[config.mk]
export PLATFORM = sky130hd
export DESIGN_NAME = mcyc_bus_timer
export DESIGN_NICKNAME = d
export VERILOG_FILES = /design/src/rtl/mcyc_pkg.sv /design/src/rtl/mcyc_tstate.sv /design/src/rtl/mcyc_seq.sv /design/src/rtl/mcyc_pins.sv /design/src/rtl/mcyc_bus_timer.sv
export SDC_FILE = /design/constraint.sdc
export NUM_CORES = 1
export LEC_CHECK = 0
export BUFFER_PORTS_ARGS = -buffer_cell sky130_fd_sc_hd__clkbuf_2
export CORE_MARGIN = 5
export CORE_UTILIZATION = 45
export DETAILED_ROUTE_END_ITERATION = 6
export PLACE_DENSITY = 0.71
export SLEW_MARGIN = 20
export SYNTH_ARGS = -nofsm -noshare
export SYNTH_HDL_FRONTEND = slang
export SYNTH_HIERARCHICAL = 1
export SYNTH_SLANG_ARGS = --single-unit
[constraint.sdc]
create_clock -name clk -period 2.28 [get_ports clk]
set_input_delay 0.456 -clock clk [delete_from_list [all_inputs] [get_ports clk]]
set_output_delay 0.456 -clock clk [all_outputs]
set_load 0.05 [all_outputs]
[src/rtl/mcyc_pkg.sv]
package mcyc_pkg;

   typedef enum logic [2:0] {
      CYC_FETCH  = 3'd0,
      CYC_MEM_RD = 3'd1,
      CYC_MEM_WR = 3'd2,
      CYC_IO_RD  = 3'd3,
      CYC_IO_WR  = 3'd4
   } cyc_e;

   function automatic logic cyc_is_io(cyc_e c);
      return (c == CYC_IO_RD) || (c == CYC_IO_WR);
   endfunction

   function automatic logic cyc_is_wr(cyc_e c);
      return (c == CYC_MEM_WR) || (c == CYC_IO_WR);
   endfunction

endpackage

[src/rtl/mcyc_tstate.sv]
module mcyc_tstate
   import mcyc_pkg::*;
#(
   parameter int FETCH_STATES = 4,
   parameter int RW_STATES    = 3,
   localparam int TS_W        = $clog2(FETCH_STATES)
) (
   input  logic            clk,
   input  logic            rst_n,
   input  cyc_e            cyc,
   output logic [TS_W-1:0] ts,
   output logic            started,
   output logic            last
);

   logic [TS_W-1:0] ts_final;

   always_comb begin
      ts_final = (cyc == CYC_FETCH) ? TS_W'(FETCH_STATES - 1) : TS_W'(RW_STATES - 1);
      last     = started && (ts == ts_final);
   end

   always_ff @(posedge clk or negedge rst_n) begin
      if (!rst_n) begin
         started <= 1'b0;
         ts      <= '0;
      end else if (!started) begin
         started <= 1'b1;
      end else if (last) begin
         ts <= '0;
      end else begin
         ts <= ts + 1'b1;
      end
   end

   // a non-fetch cycle never reaches a state beyond its third
   p_rw_len_r6: assert property (@(posedge clk) disable iff (!rst_n)
      (started && cyc != CYC_FETCH) |-> (ts <= TS_W'(RW_STATES - 1)));

   // a finished cycle restarts at T1
   p_wrap_r6: assert property (@(posedge clk) disable iff (!rst_n)
      last |=> (ts == '0));

endmodule

[src/rtl/mcyc_seq.sv]
module mcyc_seq
   import mcyc_pkg::*;
#(
   parameter int                ADDR_W     = 16,
   parameter int                DATA_W     = 8,
   parameter logic [DATA_W-1:0] OUT_OPCODE = 8'hD3
) (
   input  logic              clk,
   input  logic              rst_n,
   input  logic              last,
   input  logic              cap_en,
   input  logic [DATA_W-1:0] ad_in,
   output cyc_e              cyc,
   output logic [ADDR_W-1:0] pc,
   output logic [DATA_W-1:0] port,
   output logic [DATA_W-1:0] rd_data
);

   always_ff @(posedge clk or negedge rst_n) begin
      if (!rst_n) begin
         cyc     <= CYC_FETCH;
         pc      <= '0;
         port    <= '0;
         rd_data <= '0;
      end else begin
         if (cap_en) rd_data <= ad_in;
         if (last) begin
            unique case (cyc)
               CYC_FETCH: begin
                  pc  <= pc + 1'b1;
                  cyc <= (rd_data == OUT_OPCODE) ? CYC_MEM_RD : CYC_FETCH;
               end
               CYC_MEM_RD: begin
                  pc   <= pc + 1'b1;
                  port <= ad_in;
                  cyc  <= CYC_IO_WR;
               end
               default: cyc <= CYC_FETCH;
            endcase
         end
      end
   end

   // every completed fetch advances the program counter by one
   p_fetch_step_r9: assert property (@(posedge clk) disable iff (!rst_n)
      (last && cyc == CYC_FETCH) |=> (pc == $past(pc) + 1'b1));

   // the byte read after the opcode becomes the port of the following write
   p_port_from_rd_r9: assert property (@(posedge clk) disable iff (!rst_n)
      (last && cyc == CYC_MEM_RD) |=> (cyc == CYC_IO_WR && port == $past(ad_in)));

endmodule

[src/rtl/mcyc_pins.sv]
module mcyc_pins
   import mcyc_pkg::*;
#(
   parameter int ADDR_W = 16,
   parameter int DATA_W = 8,
   parameter int TS_W   = 2
) (
   input  logic                     clk,
   input  logic                     rst_n,
   input  logic                     started,
   input  logic [TS_W-1:0]          ts,
   input  cyc_e                     cyc,
   input  logic [ADDR_W-1:0]        pc,
   input  logic [DATA_W-1:0]        port,
   input  logic [DATA_W-1:0]        acc,
   output logic                     ale,
   output logic                     io_sel,
   output logic                     rd_n,
   output logic                     wr_n,
   output logic                     ad_oe,
   output logic [DATA_W-1:0]        ad_out,
   output logic [ADDR_W-DATA_W-1:0] addr_hi
);

   logic [ADDR_W-1:0] addr;
   logic              in_t1, strobe_win, is_wr;

   always_comb begin
      addr       = cyc_is_io(cyc) ? {port, port} : pc;
      is_wr      = cyc_is_wr(cyc);
      in_t1      = started && (ts == '0);
      strobe_win = started && (ts == TS_W'(1) || ts == TS_W'(2));
      ale        = in_t1;
      io_sel     = started && cyc_is_io(cyc);
      rd_n       = !(strobe_win && !is_wr);
      wr_n       = !(strobe_win && is_wr);
      ad_oe      = in_t1 || (strobe_win && is_wr);
      ad_out     = in_t1 ? addr[DATA_W-1:0] : acc;
      addr_hi    = addr[ADDR_W-1:DATA_W];
   end

   // the latch strobe lasts exactly one state
   p_ale_single_r2: assert property (@(posedge clk) disable iff (!rst_n)
      ale |=> !ale);

   // cycle attributes hold between strobes
   p_hi_stable_r3: assert property (@(posedge clk) disable iff (!rst_n)
      !ale |-> ($stable(addr_hi) && $stable(io_sel)));

   // the bus is released while reading
   p_rd_bus_off_r4: assert property (@(posedge clk) disable iff (!rst_n)
      !rd_n |-> !ad_oe);

   // the read strobe spans two states
   p_rd_two_r5: assert property (@(posedge clk) disable iff (!rst_n)
      $fell(rd_n) |=> !rd_n);

   // write strobe spans two states with the bus driven
   p_wr_two_r7: assert property (@(posedge clk) disable iff (!rst_n)
      $fell(wr_n) |=> (!wr_n && ad_oe));

   // read and write strobes never overlap
   p_rd_wr_excl_r4: assert property (@(posedge clk) disable iff (!rst_n)
      !(!rd_n && !wr_n));

endmodule

[src/rtl/mcyc_bus_timer.sv]
module mcyc_bus_timer
   import mcyc_pkg::*;
#(
   parameter int                ADDR_W       = 16,
   parameter int                DATA_W       = 8,
   parameter int                FETCH_STATES = 4,
   parameter logic [DATA_W-1:0] OUT_OPCODE   = 8'hD3,
   localparam int               RW_STATES    = 3,
   localparam int               TS_W         = $clog2(FETCH_STATES),
   localparam int               HI_W         = ADDR_W - DATA_W
) (
   input  logic              clk,
   input  logic              rst_n,
   input  logic [DATA_W-1:0] ad_in,
   input  logic [DATA_W-1:0] acc,
   output logic [DATA_W-1:0] ad_out,
   output logic              ad_oe,
   output logic [HI_W-1:0]   addr_hi,
   output logic              ale,
   output logic              io_sel,
   output logic              rd_n,
   output logic              wr_n,
   output logic [DATA_W-1:0] rd_data
);

   generate
      if (ADDR_W != 2 * DATA_W) begin : g_bad_width
         $error("ADDR_W must be twice DATA_W so a port fills both address bytes");
      end
      if (FETCH_STATES < RW_STATES + 1 || FETCH_STATES > RW_STATES + 2) begin : g_bad_fetch
         $error("FETCH_STATES must allow one or two decode states");
      end
   endgenerate

   cyc_e              cyc;
   logic [TS_W-1:0]   ts;
   logic              started, last, cap_en;
   logic [ADDR_W-1:0] pc;
   logic [DATA_W-1:0] port;

   assign cap_en = started && !cyc_is_wr(cyc) && (ts == TS_W'(2));

   mcyc_tstate #(.FETCH_STATES(FETCH_STATES), .RW_STATES(RW_STATES)) u_tstate (
      .clk(clk), .rst_n(rst_n), .cyc(cyc), .ts(ts), .started(started), .last(last)
   );

   mcyc_seq #(.ADDR_W(ADDR_W), .DATA_W(DATA_W), .OUT_OPCODE(OUT_OPCODE)) u_seq (
      .clk(clk), .rst_n(rst_n), .last(last), .cap_en(cap_en), .ad_in(ad_in),
      .cyc(cyc), .pc(pc), .port(port), .rd_data(rd_data)
   );

   mcyc_pins #(.ADDR_W(ADDR_W), .DATA_W(DATA_W), .TS_W(TS_W)) u_pins (
      .clk(clk), .rst_n(rst_n), .started(started), .ts(ts), .cyc(cyc), .pc(pc),
      .port(port), .acc(acc), .ale(ale), .io_sel(io_sel), .rd_n(rd_n), .wr_n(wr_n),
      .ad_oe(ad_oe), .ad_out(ad_out), .addr_hi(addr_hi)
   );

   // a fresh start always begins with a T1 strobe
   p_start_ale_r1: assert property (@(posedge clk) disable iff (!rst_n)
      $rose(started) |-> ale);

   // captured data changes only at the end of a read strobe window
   p_capture_edge_r5: assert property (@(posedge clk) disable iff (!rst_n)
      !$stable(rd_data) |-> $past(!rd_n));

endmodule

### Word level (Yosys, flattened, before mapping)

Index checks and enable logic that the tools add are counted.

* equality and inequality tests: 8
* add/sub/neg operators: 2
* reductions and logical operators: 20
* multiplexer cells: 6

Operators with widths (count)
* $add A16 B1 Y16 const B: 1
* $mux W16: 1
* $eq A8 B8 Y1 const B: 1
* $logic_and A1 B1 Y1: 8
* $mux W8: 1
* $eq A3 B2 Y1 const B: 2
* $pmux W3 S2: 1
* $logic_or A1 B1 Y1: 4
* $reduce_and A2 Y1: 2
* $eq A3 B1 Y1 const B: 1
* $eq A3 B3 Y1 const B: 1
* $logic_not A1 Y1: 3
* $logic_not A3 Y1: 1
* $add A2 B1 Y2 const B: 1
* $eq A2 B1 Y1 const B: 1
* $eq A2 B2 Y1: 1
* $eq A2 B2 Y1 const B: 1
* $logic_not A2 Y1: 1
* $mux W1: 2
* $mux W2: 1
* $reduce_or A2 Y1: 1

* input port bits: 18
* register bits after elaboration: 38
* word-level logic and storage cells: 42

### Logic depth before layout (Yosys ltp)

* word-level depth: 5
* mapped depth: 7
* mapped depth without buffers: 6

### Cells and area by module

Netlist, hierarchy kept.

By module, submodules not included
* mcyc_seq: instances 1, area each 1413.9 µm², seq. area each 850.8 µm², cells each 104
* mcyc_pins: instances 1, area each 385.4 µm², seq. area each 0.0 µm², cells each 68
* mcyc_tstate: instances 1, area each 155.1 µm², seq. area each 75.1 µm², cells each 15
* mcyc_bus_timer: instances 1, area each 28.8 µm², seq. area each 0.0 µm², cells each 4

### Worst setup path after synthesis

Ideal clock, no wire load.

* kind: reg-to-output
* start point: register u_tstate.ts[0]
* end point: output ad_out[0]
* stages on the path, launching flop included: 7
* data arrival time: 2.015 ns
* path slack: -0.191 ns
* cells stage by stage: dfrtp_1 -> inv_1 -> ha_1 -> nand2_1 -> clkinv_1 -> nand4_1 -> o211ai_1

* word-level cells in the longest chain between the ends: 3

RTL lines
* start: declaration: RTL line mcyc_tstate.sv:11 `output logic [TS_W-1:0] ts,`
* start signal: assignment: RTL line mcyc_tstate.sv:32 `ts <= ts + 1'b1;`
* $logic_not A2 Y1: RTL line mcyc_pins.sv:31 `in_t1 = started && (ts == '0);`
* $logic_and A1 B1 Y1: RTL line mcyc_pins.sv:31
* via ale: RTL line mcyc_bus_timer.sv:19 `output logic ale,`
* $mux W8: RTL line mcyc_pins.sv:38 `ad_out = in_t1 ? addr[DATA_W-1:0] : acc;`
* end: declaration: RTL line mcyc_bus_timer.sv:16 `output logic [DATA_W-1:0] ad_out,`

The timed path passes the listed nets, and every way through them passes these cells.

### Final worst setup path

* start point: register u_tstate.ts[0]
* end point: output ad_out[7]

* word-level cells in the longest chain between the ends: 3

RTL lines (RTL line)
* $logic_not A2 Y1: mcyc_pins.sv:31
* $logic_and A1 B1 Y1: mcyc_pins.sv:31
* $mux W8: mcyc_pins.sv:38

Every way passes these cells.

==> out/qor.yml <==
sequential_cell_area_um2: 930
slew_viol_final: 0
syn_avg_cell_area_um2: 10.4
grt_use_total_pct: 16.4
first_global_vias: 1624
path_class: "reg2out"
timing.fmax_mhz: 457
cp-start-kind: "flop"
cellLeakagePower_nw: 1.23
synth_top_flop_cell: "sky130_fd_sc_hd__dfrtp_1"
fin_area_um2: 2510
number_of_top_level_pins: 47
layout-drive-gt1-share_pct: 39.6
fin_nets: 269
drcViolationCount: 0
fp.dieW_um: 76.4
synth.ff_latch_count: 37
placed_cells: 291
antenna_cells: 0
initial_core_util_pct: 45.9
io_buffers: 46
final_period_minus_worst_setup_slack_ns: 2.19
multi_input_area_um2: 1010
master_cell_of_the_clock_root_buffer: "sky130_fd_sc_hd__clkbuf_8"
fp.dieArea_um2: 5830
worst_skew_pair.late_latency_ns: 0.29
vias_post_dr: 1622
cts_tree: "built"
dieHeight_um: 76.4
power_per_cell_area_nw_per_um2: 1090
antenna_violating_nets_post_route: 0
wl_mm: 4.64
clock_path_buffers: 2
synth-edff-count: 0
finalHoldViolations: 0
cp-end-kind: "output port"
yosysUniqueCellTypes: 43
fin_worst_hold_slack_ns: 0.412
max_slew_margin_pct: 65.0
yosysWarningCount: 6
globalRouteOverflowTotal: 0
placement.cell_area_um2: 2330
grt_first_pass_wirelength_mm: 7.78
syn_nets: 211
instances_no_fill: 302
detailedRoute.firstIterationViolations: 76
timing.clock.skew_ns: 0.0109
cp_data_arrival_time_ns: 1.73
critical_path_peak_fanout: 17
tightestPinTransition_ns: 0.524
post_synth_inst_count: 191
outcome: "completed"
crit_required_ns: 1.82
post_synth_instance_area_um2: 1980
nFillCells: 399
fin_crit_sh_pct: 96.0
core_area_um2: 4320
area_growth_syn_to_layout_pct: 26.6
sequential_element_share_of_the_synthesized_area_pct: 46.7
max-cap-violations: 0
grt_antenna_before_repair: 0
cts_buffers: 5
worst_setup_hold_path_clk_slew_ns: 0.08
setup-violations-final: 0
hp-class: "in2reg"
drt_first_pass_iters: 4
postSynth.asyncResetShare_pct: 100
grt_start_max_net_pins: 18
finalSetupTns_ns: 0
via_per_inst: 5.37
post-dp-hpwl_mm: 3.51
peak_supply_drop_v: 0.000912
cts.sinks: 37
wl_per_cell_um: 15.4
placement_rows: 24
clock_tree.htree_level_count: 2
gp_routability_congestion: 0.854
through the flow:
| stage | setup WS, ns | util [%] | power (mW) |
|---|---|---|---|
| 6_report | 0.0915 | 58.1 | 2.73 |
| 5_1_grt | -0.000156 | 58.1 | 2.88 |
| 4_1_cts | 0.00627 | 57.1 | 2.70 |
| 3_5_place_dp | 0.209 | 54.0 | 2.12 |
| 3_3_place_gp | 0.222 | 54.0 | 2.11 |
| 2_1_floorplan | 0.00721 | - | 1.82 |
cell usage in the layout, fill, tap and decap left out, types with 3 or more instances in the layout:
cell type and count:
sky130_fd_sc_hd__buf_4 15, sky130_fd_sc_hd__clkbuf_2 37, sky130_fd_sc_hd__clkbuf_4 4, sky130_fd_sc_hd__clkbuf_8 5, sky130_fd_sc_hd__dfrtp_1 34, sky130_fd_sc_hd__dfrtp_2 3, sky130_fd_sc_hd__inv_1 7, sky130_fd_sc_hd__mux2_2 17
sky130_fd_sc_hd__nand2_1 27, sky130_fd_sc_hd__nand3_1 9, sky130_fd_sc_hd__nand4_1 13, sky130_fd_sc_hd__nor2_1 5, sky130_fd_sc_hd__o211ai_1 8, sky130_fd_sc_hd__o21ai_0 8, sky130_fd_sc_hd__xnor2_1 11, sky130_fd_sc_hd__xor2_1 6
cell usage after synthesis (all sizes together), types with 2 or more instances:
| cell | n | share of area, % |
|---|---|---|
| conb | 2 | 0.38 |
| or2 | 2 | 0.63 |
| o21ai | 9 | 2.3 |
| mux2 | 17 | 9.7 |
| nand3b | 2 | 1.4 |
| nand2 | 27 | 5.1 |
| buf | 5 | 1.7 |
| nor4 | 2 | 0.95 |
| nand3 | 9 | 2.3 |
| clkbuf | 3 | 0.57 |
| ha | 2 | 1.3 |
| mux2i | 2 | 1.0 |
| nand4 | 13 | 4.1 |
| xor2 | 6 | 2.6 |
| dfrtp | 37 | 47 |
| nor2b | 2 | 0.63 |
| inv | 7 | 1.3 |
| nor3b | 2 | 1.0 |
| o211ai | 8 | 3.0 |
| nor2 | 6 | 1.3 |
| xnor2 | 11 | 4.9 |
| nor3 | 3 | 0.76 |
flip-flops by register name, indices dropped and copies added, names as in the netlist:
name / count
u_seq/cyc: 2
u_seq/pc: 16
u_seq/port: 8
u_seq/rd_data: 8
u_tstate/started: 1
u_tstate/ts: 2
metal layers:
layer  wire (um)  global-route usage, %  part of all wire (%)  vias to the layer above
met3         250                   5.32                   5.4                        9
met2        2230                   26.1                    48                       40
met1        2100                   20.9                    45                      773
met5           0                      0                     0                        -
met4          67                   5.94                   1.4                        0
li1            -                      -                     -                      800
area by class of cell:
class | instances | area share (%)
flip-flops and latches | 37 | 37.0
well taps | 52 | 2.59
multi-input cells | 139 | 40.4
clock inverters | 2 | 1.54
inverters | 8 | 1.30
repair buffers | 58 | 14.3
clock buffers | 6 | 2.89
where the power goes:
group | internal (mW) | total [mW] | switching [mW] | leakage (nW)
Clock | 0.328 | 0.563 | 0.235 | 0.0554
Sequential | 0.809 | 0.960 | 0.150 | 0.470
Combinational | 0.404 | 1.20 | 0.799 | 0.704
Total | 1.54 | 2.73 | 1.18 | 1.23
kinds of logic (layout without fill, tap and decap cells):
family / after synthesis / count (layout) / share of synthesized area, %
fa+ha+maj: 2 / 2 / 1.26
mux: 19 / 19 / 10.7
buf+inv: 16 / 74 / 3.79
compound gates: 23 / 23 / 8.45
simple gates: 75 / 76 / 21.3
xor+xnor: 17 / 17 / 7.51
flops: 37 / 37 / 46.7
other cells: 2 / 2 / 0.379
timing repair:
| action | in CTS | in global routing |
|---|---|---|
| cloned | 0 | 1 |
| gates resized for setup | 6 | 19 |
| endpoints found under the hold margin | 4 | 0 |
| setup buffers | 0 | 1 |
| hold buffers | 1 | 0 |
| pin swaps | 0 | 2 |
| setup endpoints to repair | 16 | 13 |
critical path, cell delays in order, from the launching register on:
cell and delay, ns:
sky130_fd_sc_hd__dfrtp_2 0.45, sky130_fd_sc_hd__inv_1 0.07, sky130_fd_sc_hd__ha_1 0.13, sky130_fd_sc_hd__nand2_1 0.12
sky130_fd_sc_hd__buf_12 0.19, sky130_fd_sc_hd__o211ai_1 0.20, sky130_fd_sc_hd__clkbuf_4 0.28
path summary, 6_finish.rpt:
| path | startpoint | to | slack, ns | depth (start not counted) |
|---|---|---|---|---|
| max | u_tstate/ts[0] | ad_out[7] | 0.09 | 6 |
| min | ad_in[2] | u_seq/rd_data[2] | 0.41 | 2 |
| max reg2reg | u_seq/cyc[2] | u_seq/pc[14] | 0.15 | 7 |
| min reg2reg | u_seq/pc[15] | u_seq/pc[15] | 0.48 | 1 |
| max in group asynchronous | rst_n | u_seq/pc[2] | 1.32 | 3 |
| min in group asynchronous | rst_n | u_seq/pc[6] | 0.52 | 2 |
No activity file was read; power rests on OpenSTA's default activity.
